File: config.mk
export PLATFORM = sky130hd
export DESIGN_NAME = bus_handover_ctrl
export DESIGN_NICKNAME = d
export VERILOG_FILES = /design/src/rtl/bho_pkg.sv /design/src/rtl/bho_fsm.sv /design/src/rtl/bho_lat_meter.sv /design/src/rtl/bho_word_seq.sv /design/src/rtl/bus_handover_ctrl.sv
export SDC_FILE = /design/constraint.sdc
export NUM_CORES = 1
export LEC_CHECK = 0
export CORE_MARGIN = 5
export CORE_UTILIZATION = 25
export CTS_CLUSTER_DIAMETER = 150
export DETAILED_ROUTE_END_ITERATION = 10
export SETUP_SLACK_MARGIN = 0.5
export SYNTH_ARGS = -nofsm -noshare
export SYNTH_HDL_FRONTEND = slang
export SYNTH_SLANG_ARGS = --single-unit
File: constraint.sdc
create_clock -name clk_i -period 1.56 [get_ports clk_i]
set_input_delay 0.312 -clock clk_i [delete_from_list [all_inputs] [get_ports clk_i]]
set_output_delay 0.312 -clock clk_i [all_outputs]
set_load 0.005 [all_outputs]
File: src/rtl/bho_pkg.sv
package bho_pkg;
  typedef enum logic [2:0] {
    ST_IDLE = 3'd0,
    ST_REQ  = 3'd1,
    ST_XFER = 3'd2,
    ST_NULL = 3'd3,
    ST_COOL = 3'd4
  } st_e;

  // proc_left: 0 none, 1 final, 2 one before final, 3 two or more before final
  function automatic logic [1:0] cat_of(logic [1:0] left);
    logic [1:0] c;
    case (left)
      2'd3:    c = 2'd1;
      2'd2,
      2'd1:    c = 2'd2;
      default: c = 2'd3;
    endcase
    return c;
  endfunction
endpackage

File: src/rtl/bho_fsm.sv
module bho_fsm
  import bho_pkg::*;
(
  input  logic clk_i,
  input  logic rst_ni,
  input  logic start_i,
  input  logic rel_ni,
  input  logic lat_full_i,
  input  logic len_zero_i,
  input  logic last_word_i,
  output st_e  st_o,
  output logic fail_o
);
  st_e  st_q, st_d;
  logic fail_q, fail_d;

  always_comb begin
    st_d   = st_q;
    fail_d = fail_q;
    unique case (st_q)
      ST_IDLE: if (start_i) st_d = ST_REQ;
      ST_REQ: begin
        if (!rel_ni) begin
          st_d   = len_zero_i ? ST_NULL : ST_XFER;
          fail_d = 1'b0;
        end else if (lat_full_i) begin
          st_d   = ST_COOL;
          fail_d = 1'b1;
        end
      end
      ST_XFER: if (last_word_i) st_d = ST_NULL;
      ST_NULL: st_d = ST_COOL;
      ST_COOL: st_d = ST_IDLE;
      default: st_d = ST_IDLE;
    endcase
  end

  always_ff @(posedge clk_i or negedge rst_ni) begin
    if (!rst_ni) begin
      st_q   <= ST_IDLE;
      fail_q <= 1'b0;
    end else begin
      st_q   <= st_d;
      fail_q <= fail_d;
    end
  end

  assign st_o   = st_q;
  assign fail_o = fail_q;
endmodule

File: src/rtl/bho_lat_meter.sv
module bho_lat_meter
  import bho_pkg::*;
#(
  parameter int MAX_REL = 16,
  parameter int LAT_W   = $clog2(MAX_REL + 1)
) (
  input  logic             clk_i,
  input  logic             rst_ni,
  input  st_e              st_i,
  input  logic             start_i,
  input  logic             rel_ni,
  input  logic [1:0]       proc_left_i,
  output logic             full_o,
  output logic [LAT_W-1:0] lat_o,
  output logic [1:0]       cat_o
);
  localparam logic [LAT_W-1:0] LimC = LAT_W'(MAX_REL);
  localparam logic [LAT_W-1:0] OneC = LAT_W'(1);

  logic [LAT_W-1:0] cnt_q, pend_lat_q, lat_q;
  logic [1:0]       cap_cat_q, pend_cat_q, cat_q;
  logic             first_c;

  assign first_c = (st_i == ST_REQ) && (cnt_q == OneC);
  assign full_o  = (cnt_q == LimC);

  always_ff @(posedge clk_i or negedge rst_ni) begin
    if (!rst_ni) begin
      cnt_q      <= '0;
      cap_cat_q  <= '0;
      pend_lat_q <= '0;
      pend_cat_q <= '0;
      lat_q      <= '0;
      cat_q      <= '0;
    end else begin
      if (st_i == ST_IDLE && start_i) cnt_q <= OneC;
      else if (st_i == ST_REQ && rel_ni && !full_o) cnt_q <= cnt_q + OneC;

      if (first_c) cap_cat_q <= cat_of(proc_left_i);

      if (st_i == ST_REQ && !rel_ni) begin
        pend_lat_q <= cnt_q;
        pend_cat_q <= first_c ? cat_of(proc_left_i) : cap_cat_q;
      end

      // publish only on a completed handover
      if (st_i == ST_NULL) begin
        lat_q <= pend_lat_q;
        cat_q <= pend_cat_q;
      end
    end
  end

  assign lat_o = lat_q;
  assign cat_o = cat_q;
endmodule

File: src/rtl/bho_word_seq.sv
module bho_word_seq
  import bho_pkg::*;
#(
  parameter int LEN_W = 8
) (
  input  logic             clk_i,
  input  logic             rst_ni,
  input  st_e              st_i,
  input  logic             start_i,
  input  logic [LEN_W-1:0] len_i,
  output logic             zero_o,
  output logic             last_o
);
  localparam logic [LEN_W-1:0] OneC = LEN_W'(1);

  logic [LEN_W-1:0] rem_q;

  always_ff @(posedge clk_i or negedge rst_ni) begin
    if (!rst_ni) begin
      rem_q <= '0;
    end else if (st_i == ST_IDLE && start_i) begin
      rem_q <= len_i;
    end else if (st_i == ST_XFER) begin
      rem_q <= rem_q - OneC;
    end
  end

  assign zero_o = (rem_q == '0);
  assign last_o = (rem_q == OneC);
endmodule

File: src/rtl/bus_handover_ctrl.sv
module bus_handover_ctrl
  import bho_pkg::*;
#(
  parameter int               MAX_REL  = 16,
  parameter int               LEN_W    = 8,
  parameter int               CMD_W    = 4,
  parameter logic [CMD_W-1:0] NULL_CMD = CMD_W'(4'b1011),
  localparam int              LAT_W    = $clog2(MAX_REL + 1)
) (
  input  logic             clk_i,
  input  logic             rst_ni,
  input  logic             start_i,
  input  logic [LEN_W-1:0] len_i,
  input  logic [1:0]       proc_left_i,
  input  logic             rel_ni,
  output logic             ext_req_no,
  output logic             vin_no,
  output logic [CMD_W-1:0] cmd_o,
  output logic             cmd_vld_no,
  output logic             own_o,
  output logic             done_o,
  output logic             timeout_o,
  output logic [LAT_W-1:0] lat_o,
  output logic [1:0]       cat_o,
  output logic             busy_o
);
  st_e  st;
  logic fail, lat_full, len_zero, last_word;

  bho_fsm u_fsm (
    .clk_i      (clk_i),
    .rst_ni     (rst_ni),
    .start_i    (start_i),
    .rel_ni     (rel_ni),
    .lat_full_i (lat_full),
    .len_zero_i (len_zero),
    .last_word_i(last_word),
    .st_o       (st),
    .fail_o     (fail)
  );

  bho_lat_meter #(.MAX_REL(MAX_REL), .LAT_W(LAT_W)) u_lat (
    .clk_i      (clk_i),
    .rst_ni     (rst_ni),
    .st_i       (st),
    .start_i    (start_i),
    .rel_ni     (rel_ni),
    .proc_left_i(proc_left_i),
    .full_o     (lat_full),
    .lat_o      (lat_o),
    .cat_o      (cat_o)
  );

  bho_word_seq #(.LEN_W(LEN_W)) u_seq (
    .clk_i  (clk_i),
    .rst_ni (rst_ni),
    .st_i   (st),
    .start_i(start_i),
    .len_i  (len_i),
    .zero_o (len_zero),
    .last_o (last_word)
  );

  assign ext_req_no = (st != ST_REQ);
  assign vin_no     = (st != ST_XFER);
  assign own_o      = (st == ST_XFER);
  assign cmd_vld_no = (st != ST_NULL);
  assign cmd_o      = (st == ST_NULL) ? NULL_CMD : '0;
  assign done_o     = (st == ST_COOL) && !fail;
  assign timeout_o  = (st == ST_COOL) && fail;
  assign busy_o     = (st != ST_IDLE);
endmodule

[Word-level counts from Yosys, hierarchy flattened]
Cells that the tools add are included.
Storage, ports and cells
  register bits after elaboration: 33
  bits of input ports: 14
  output and inout port bits: 18
  logic and storage cells: 61
Cells by class
  $add $sub $neg: 2
  equal/unequal tests: 17
  multiplexer cells: 15
  reduce and logical (&&, ||, !) cells: 18
Operators with widths (number)
  2-to-1 mux 8 bit: 2
  2-to-1 mux 3 bit: 4
  case mux 3 bit (4 select lines): 1
  2-to-1 mux 5 bit: 2
  != test 3 x 2 -> 1 bit, second input constant: 3
  == test 8 x 1 -> 1 bit, second input constant: 1
  logical NOT 8 bit: 1
  subtractor 8 x 1 -> 8 bit, second input constant: 1
  logical AND 1 bit: 7
  == test 3 x 2 -> 1 bit, second input constant: 2
  adder 5 x 1 -> 5 bit, second input constant: 1
  == test 5 x 1 -> 1 bit, second input constant: 1
  == test 5 bit, second input constant: 1
  == test 2 bit, second input constant: 2
  2-to-1 mux 4 bit: 1
  != test 2 x 1 -> 1 bit, second input constant: 2
  case mux 2 bit (2 select lines): 1
  nonzero test 2 bit: 2
  == test 3 x 1 -> 1 bit, second input constant: 1
  == test 3 bit, second input constant: 1
  logical NOT 1 bit: 3
  logical NOT 3 bit: 1
  2-to-1 mux 1 bit: 3
  != test 3 x 1 -> 1 bit, second input constant: 1
  7 further kinds: 7

[Depth between registers and ports, before layout]
  depth after elaboration: 5
  gate-level depth with buffers: 5
  depth with buffers taken out: 5

[Hierarchy]
A second synthesis with hierarchy kept.
Unflattened totals
  cell total of the unflattened synthesis: 167
  area, all modules: 1859.3 µm²
By module, submodules not included
  bho_lat_meter: instances 1, cells each 74, area each 980.9 µm², sequential area each 525.5 µm²
  bho_word_seq: instances 1, cells each 64, area each 575.6 µm², sequential area each 200.2 µm²
  bho_fsm: instances 1, cells each 17, area each 206.4 µm², sequential area each 100.1 µm²
  bus_handover_ctrl: instances 1, cells each 12, area each 96.3 µm², sequential area each 0.0 µm²

[Worst setup path after synthesis]
Ideal clock, no wire load.
  path type: register -> register
  from: reg u_fsm.st_q[1] (netlist: u_fsm.st_o[1])
  to: reg u_fsm.st_q[0] (netlist: u_fsm.st_o[0])
  setup time: 0.101 ns
  arrival time: 1.599 ns
  data required time: 1.459 ns
  setup slack: -0.140 ns
  cell stages (with the launch flop): 4
  path buffers: 0
  period minus slack after synthesis: 1.700 ns
  cells stage by stage: dfrtp_1 > nor4b_1 > a41oi_1 > o32ai_1
On the way
  longest elaborated chain between the ends: 3
  elaborated cells on any way between the ends: 9
  classes of those cells: eq/ne: 6; mux: 1; reduce/logical: 2
Ends and longest elaborated chain
  start, declared: RTL line bho_fsm.sv:14  | st_e st_q, st_d;
  start signal, assigned: RTL line bho_fsm.sv:43  | st_q <= st_d;
  == test 3 x 1 -> 1 bit (tied with other cells): RTL line bho_fsm.sv:20  | unique case (st_q)
  != test 3 x 2 -> 1 bit (no line) (tied with other cells)
  AND reduction 3 bit (no line)
Parallel ways exist; a longest one is shown, timed or not.
A chain may end at the register's enable or synchronous reset.

[Worst setup path after layout]
  from: reg u_fsm.st_q[0] (netlist: u_fsm.st_o[0])
  to: reg u_seq.rem_q[5]
On the way
  longest elaborated chain between the ends: 3
  elaborated cells on any way between the ends: 5
  classes of those cells: eq/ne: 1; mux: 1; reduce/logical: 3
Ends and longest elaborated chain
  logical NOT 3 bit: RTL line bho_word_seq.sv:21  | end else if (st_i == ST_IDLE && start_i) begin
  logical AND 1 bit: RTL line bho_word_seq.sv:21
  2-to-1 mux 8 bit / nonzero test 2 bit (equally long branches)
  end signal, assigned: RTL line bho_word_seq.sv:22  | rem_q <= len_i;
  end signal, assigned: RTL line bho_word_seq.sv:24  | rem_q <= rem_q - OneC;
  end, declared: RTL line bho_word_seq.sv:16  | logic [LEN_W-1:0] rem_q;
Parallel ways exist; a longest one is shown, timed or not.

==> out/summary.md <==
After synthesis, the cell types taking the most area are sky130_fd_sc_hd__dfrtp_1 48%, sky130_fd_sc_hd__ha_1 5.0%, sky130_fd_sc_hd__mux2_2 4.5%. After detailed routing, the average wire length per cell comes to 14.9 µm. The most instantiated flip-flop cell in the synthesis netlist was sky130_fd_sc_hd__dfrtp_1. VDD sags by at most 0.869 mV. The tools report the count of hold buffers inserted by post-cts repair as 0.

The worst setup path is captured at a register. The signal arrival time at the worst endpoint was 1.90 ns. In this design, the largest share of critical-path delay is due to simple AND/OR/NAND/NOR gates. The area of the core was 6760 µm². The number of design-rule violations left by the first detailed-router iteration came out at 73.

The critical path is of the register to register type. The initialized floorplan defines 30 standard-cell rows. The pre-antenna-repair detailed-routing pass consisted of 4 iterations. For the initial antenna violation count, the log shows 0.

For the total area of multi-input combinational cells, the log shows 1180 µm². The die area was 8710 µm²; the largest buffer count on any clock path was 2. The buffer cell driving the clock tree root was sky130_fd_sc_hd__clkbuf_8. Dividing total power by cell area gives a power density of 1810 nW/µm².

In the synthesized netlist, the cells that appear most often are 33 x sky130_fd_sc_hd__dfrtp_1, 16 x sky130_fd_sc_hd__nand2_1, 13 x sky130_fd_sc_hd__nor2_1. After synthesis the cells add up to 1740 µm². Summing the areas of all and, or, nand and nor instances in the mapped netlist gives 23.6% of the synthesized area.

The adder and majority cell fraction of the synthesized area is 5.05%. The biggest cell delay along the critical path is 0.44 ns. The worst path needs 1.69 ns of the cycle, external delays included.

The x dimension of the die works out to 93.3 µm. The share of the Yosys chip area taken by registers is 47.6%. The run gives 1.76 ns as the required time of the critical path.

The most frequent cell on the critical path was sky130_fd_sc_hd__buf_6. The logs give 632 for the fill cell total of the finished layout and 827 µm² for the register area. For the global-route congestion overflow total, the log shows 0.

Of the cells placed in the final design, the portion with a size suffix greater than 1 is 53.1%. At the later pin of the worst-skew pair, clock insertion delay measures 0.28 ns. The H-tree was split into 2 levels.

After synthesis, the share of flip-flops with an asynchronous set or reset is 100%. In this run the worst path has a maximum fanout of 4. Timing analysis after detailed placement gives a worst setup slack of -0.266 ns. From bottom edge to top edge, the die measures 93.3 µm. The post-layout worst setup margin is -0.134 ns. The number of clock buffers added by TritonCTS is 5. The quantity of I/O buffers inserted on ports was 30.

Counting flops and latches in the post-synthesis netlist gives 33. Routability-driven placement finished with a final weighted congestion of 0.784. The via density per instance came out at 4.89. The combined global-route utilization of all metal layers is 11.4%. The per-instance average area after synthesis came out at 10.2 µm². By area, the combinational part of the netlist is dominated by simple AND/OR/NAND/NOR gates. The run gives 25.7% as the initial cell density of the core. The leading area contributor after synthesis was sky130_fd_sc_hd__dfrtp_1. The setup clock skew after layout is 0.00355 ns, and the total setup violations reported at the end of the flow is 16. Slowest stage cell on the critical path: sky130_fd_sc_hd__or3b_4. The checks that failed: negative setup slack. The buffers plus inverters on the worst setup path was 2; the max capacitance violation total was 0. The logs give 7.94 mm for the wire length of the first global-routing pass and 33 for the count of clock tree sinks. In this run the remaining antenna-violating nets after routing total 0. The number of diodes added for antenna fixing was 0; the final count of hold timing violations was 0. Synthesis produced a netlist with a net count of 191.

The run finished, with violations left. The tools report the routed wire length as 4.84 mm. For this block, the via count after detailed routing is 1590. The final layout contains 265 nets. Setup repair after global routing could not meet its margin everywhere.

The synthesized netlist devotes 11.4% of its cell area to compound gates. STA classifies the critical path startpoint as a register. In the routed design, unresolved DRC markers number 0. During synthesis, Yosys emitted a total of 0 warnings. The tightest hold path in the finished design has a slack of 0.395 ns. Type of the most critical hold path: primary input to async pin.

TritonCTS built the clock tree. After clock tree synthesis, the clock-pin slew on the worst setup and hold paths is 0.07 ns. The final critical path takes up 109% of the cycle. In this run the static leakage power is 1.33 nW. The HPWL after detailed placement is 3.16 mm. For this run, the top clock speed supported by timing is 590 MHz.

The critical path goes through or3b_4 > buf_6 > buf_6 > or4_4 > a31oi_4. In the post-synthesis netlist, the cell with the most instances is sky130_fd_sc_hd__dfrtp_1. The number of unique standard cell types used by synthesis is 42, and the top-level port count is 32.

Counting flops with a built-in enable in the synthesized netlist gives 0. The proportion of netlist area held by the largest area contributor was 47.6%; the number of global-route vias before repair was 1644. The multiplexer area fraction after synthesis was 6.85%; the signed area change from the synthesized netlist to the final layout was 70.0%. The max-slew violation total from the final report was 0; the core occupancy in the finished layout was 43.7%.

The synthesized netlist devotes 0% of its cell area to XOR and XNOR gates. Entering global routing, the biggest net connects 34 pins. Synthesized instance count: 170.
[state kept, by name (all words and copies together) (netlist names), 2 cells and up]
register / count
u_seq.rem_q: 8
u_lat.pend_lat_q: 5
u_lat.cat_o: 2
u_fsm.st_o: 3
u_lat.cap_cat_q: 2
u_lat.cnt_q: 5
u_lat.lat_o: 5
u_lat.pend_cat_q: 2
[through the flow]
step	area, µm²	instances	TNS, ns	total power, mW
2_1_floorplan	1850	170	-0.0726	2.65
3_3_place_gp	2400	298	-3.90	3.59
3_5_place_dp	2400	298	-4.10	3.66
4_1_cts	2760	322	-1.21	4.95
5_1_grt	2950	325	-2.53	5.74
6_report	2950	325	-1.08	5.35
[path summary, 6_finish.rpt]
path                                            startpoint                         endpoint  slack (ns)  cells past startpoint
max                              u_fsm.st_o[0]$_DFFE_PN0P_       u_seq.rem_q[5]$_DFFE_PN0P_       -0.13                      5
min                                                 rst_ni       u_seq.rem_q[0]$_DFFE_PN0P_        0.39                      2
max reg2reg                      u_fsm.st_o[0]$_DFFE_PN0P_       u_seq.rem_q[5]$_DFFE_PN0P_       -0.13                      5
min reg2reg                u_lat.pend_lat_q[3]$_DFFE_PN0P_  u_lat.pend_lat_q[3]$_DFFE_PN0P_        0.48                      2
max in group asynchronous                           rst_ni        u_fsm.st_o[1]$_DFFE_PN0P_        0.98                      2
min in group clk_i         u_lat.pend_lat_q[3]$_DFFE_PN0P_  u_lat.pend_lat_q[3]$_DFFE_PN0P_        0.48                      2
[cells in the final DEF (no fill, tap or decap), drive strengths merged, types with 5 or more instances in the layout]
cell type,n
ha,7
o21ai,5
dfrtp,33
buf,62
clkbuf,8
mux2,7
nand2,16
clkdlybuf4s50,12
a21oi,5
nor2,13
inv,10
[power by group]
group,internal (mW),switching [mW]
registers,1.17,0.217
clock network,0.399,0.308
logic,1.78,1.47
[area by class of cell]
cell class | instances | area share [%]
clock buffers | 7 | 3.27
repair buffers | 76 | 23.8
flip-flops and latches | 33 | 28.0
clock inverters | 1 | 0.170
multi-input cells | 118 | 40.0
well taps | 80 | 3.39
inverters | 10 | 1.27
[per-layer routing]
layer	up-vias	GRT usage [%]	part of all wire, %
met5	-	0	0
met4	0	3.05	0.41
met3	2	2.65	4.4
met2	29	19.7	52
met1	779	14.3	43
li1	780	-	-
[repair_timing]
action / 4_1_cts / 5_1_grt
resized for setup: 115 / 35
setup endpoints to repair: 50 / 50
hold endpoints to repair: 0 / 0
pin swaps: 34 / 22
buffers inserted: 14 / 3
gates cloned: 2 / 0
[kinds of logic (layout without fill, tap and decap cells)]
group,Yosys count,count (layout)
AO/OA/AOI/OAI,28,28
adder cells (fa/ha/maj),7,7
buffers and inverters,21,94
flip-flops,33,33
multiplexers,11,11
other,1,1
AND/OR/NAND/NOR,69,71
No activity file was read; power rests on OpenSTA's default activity.
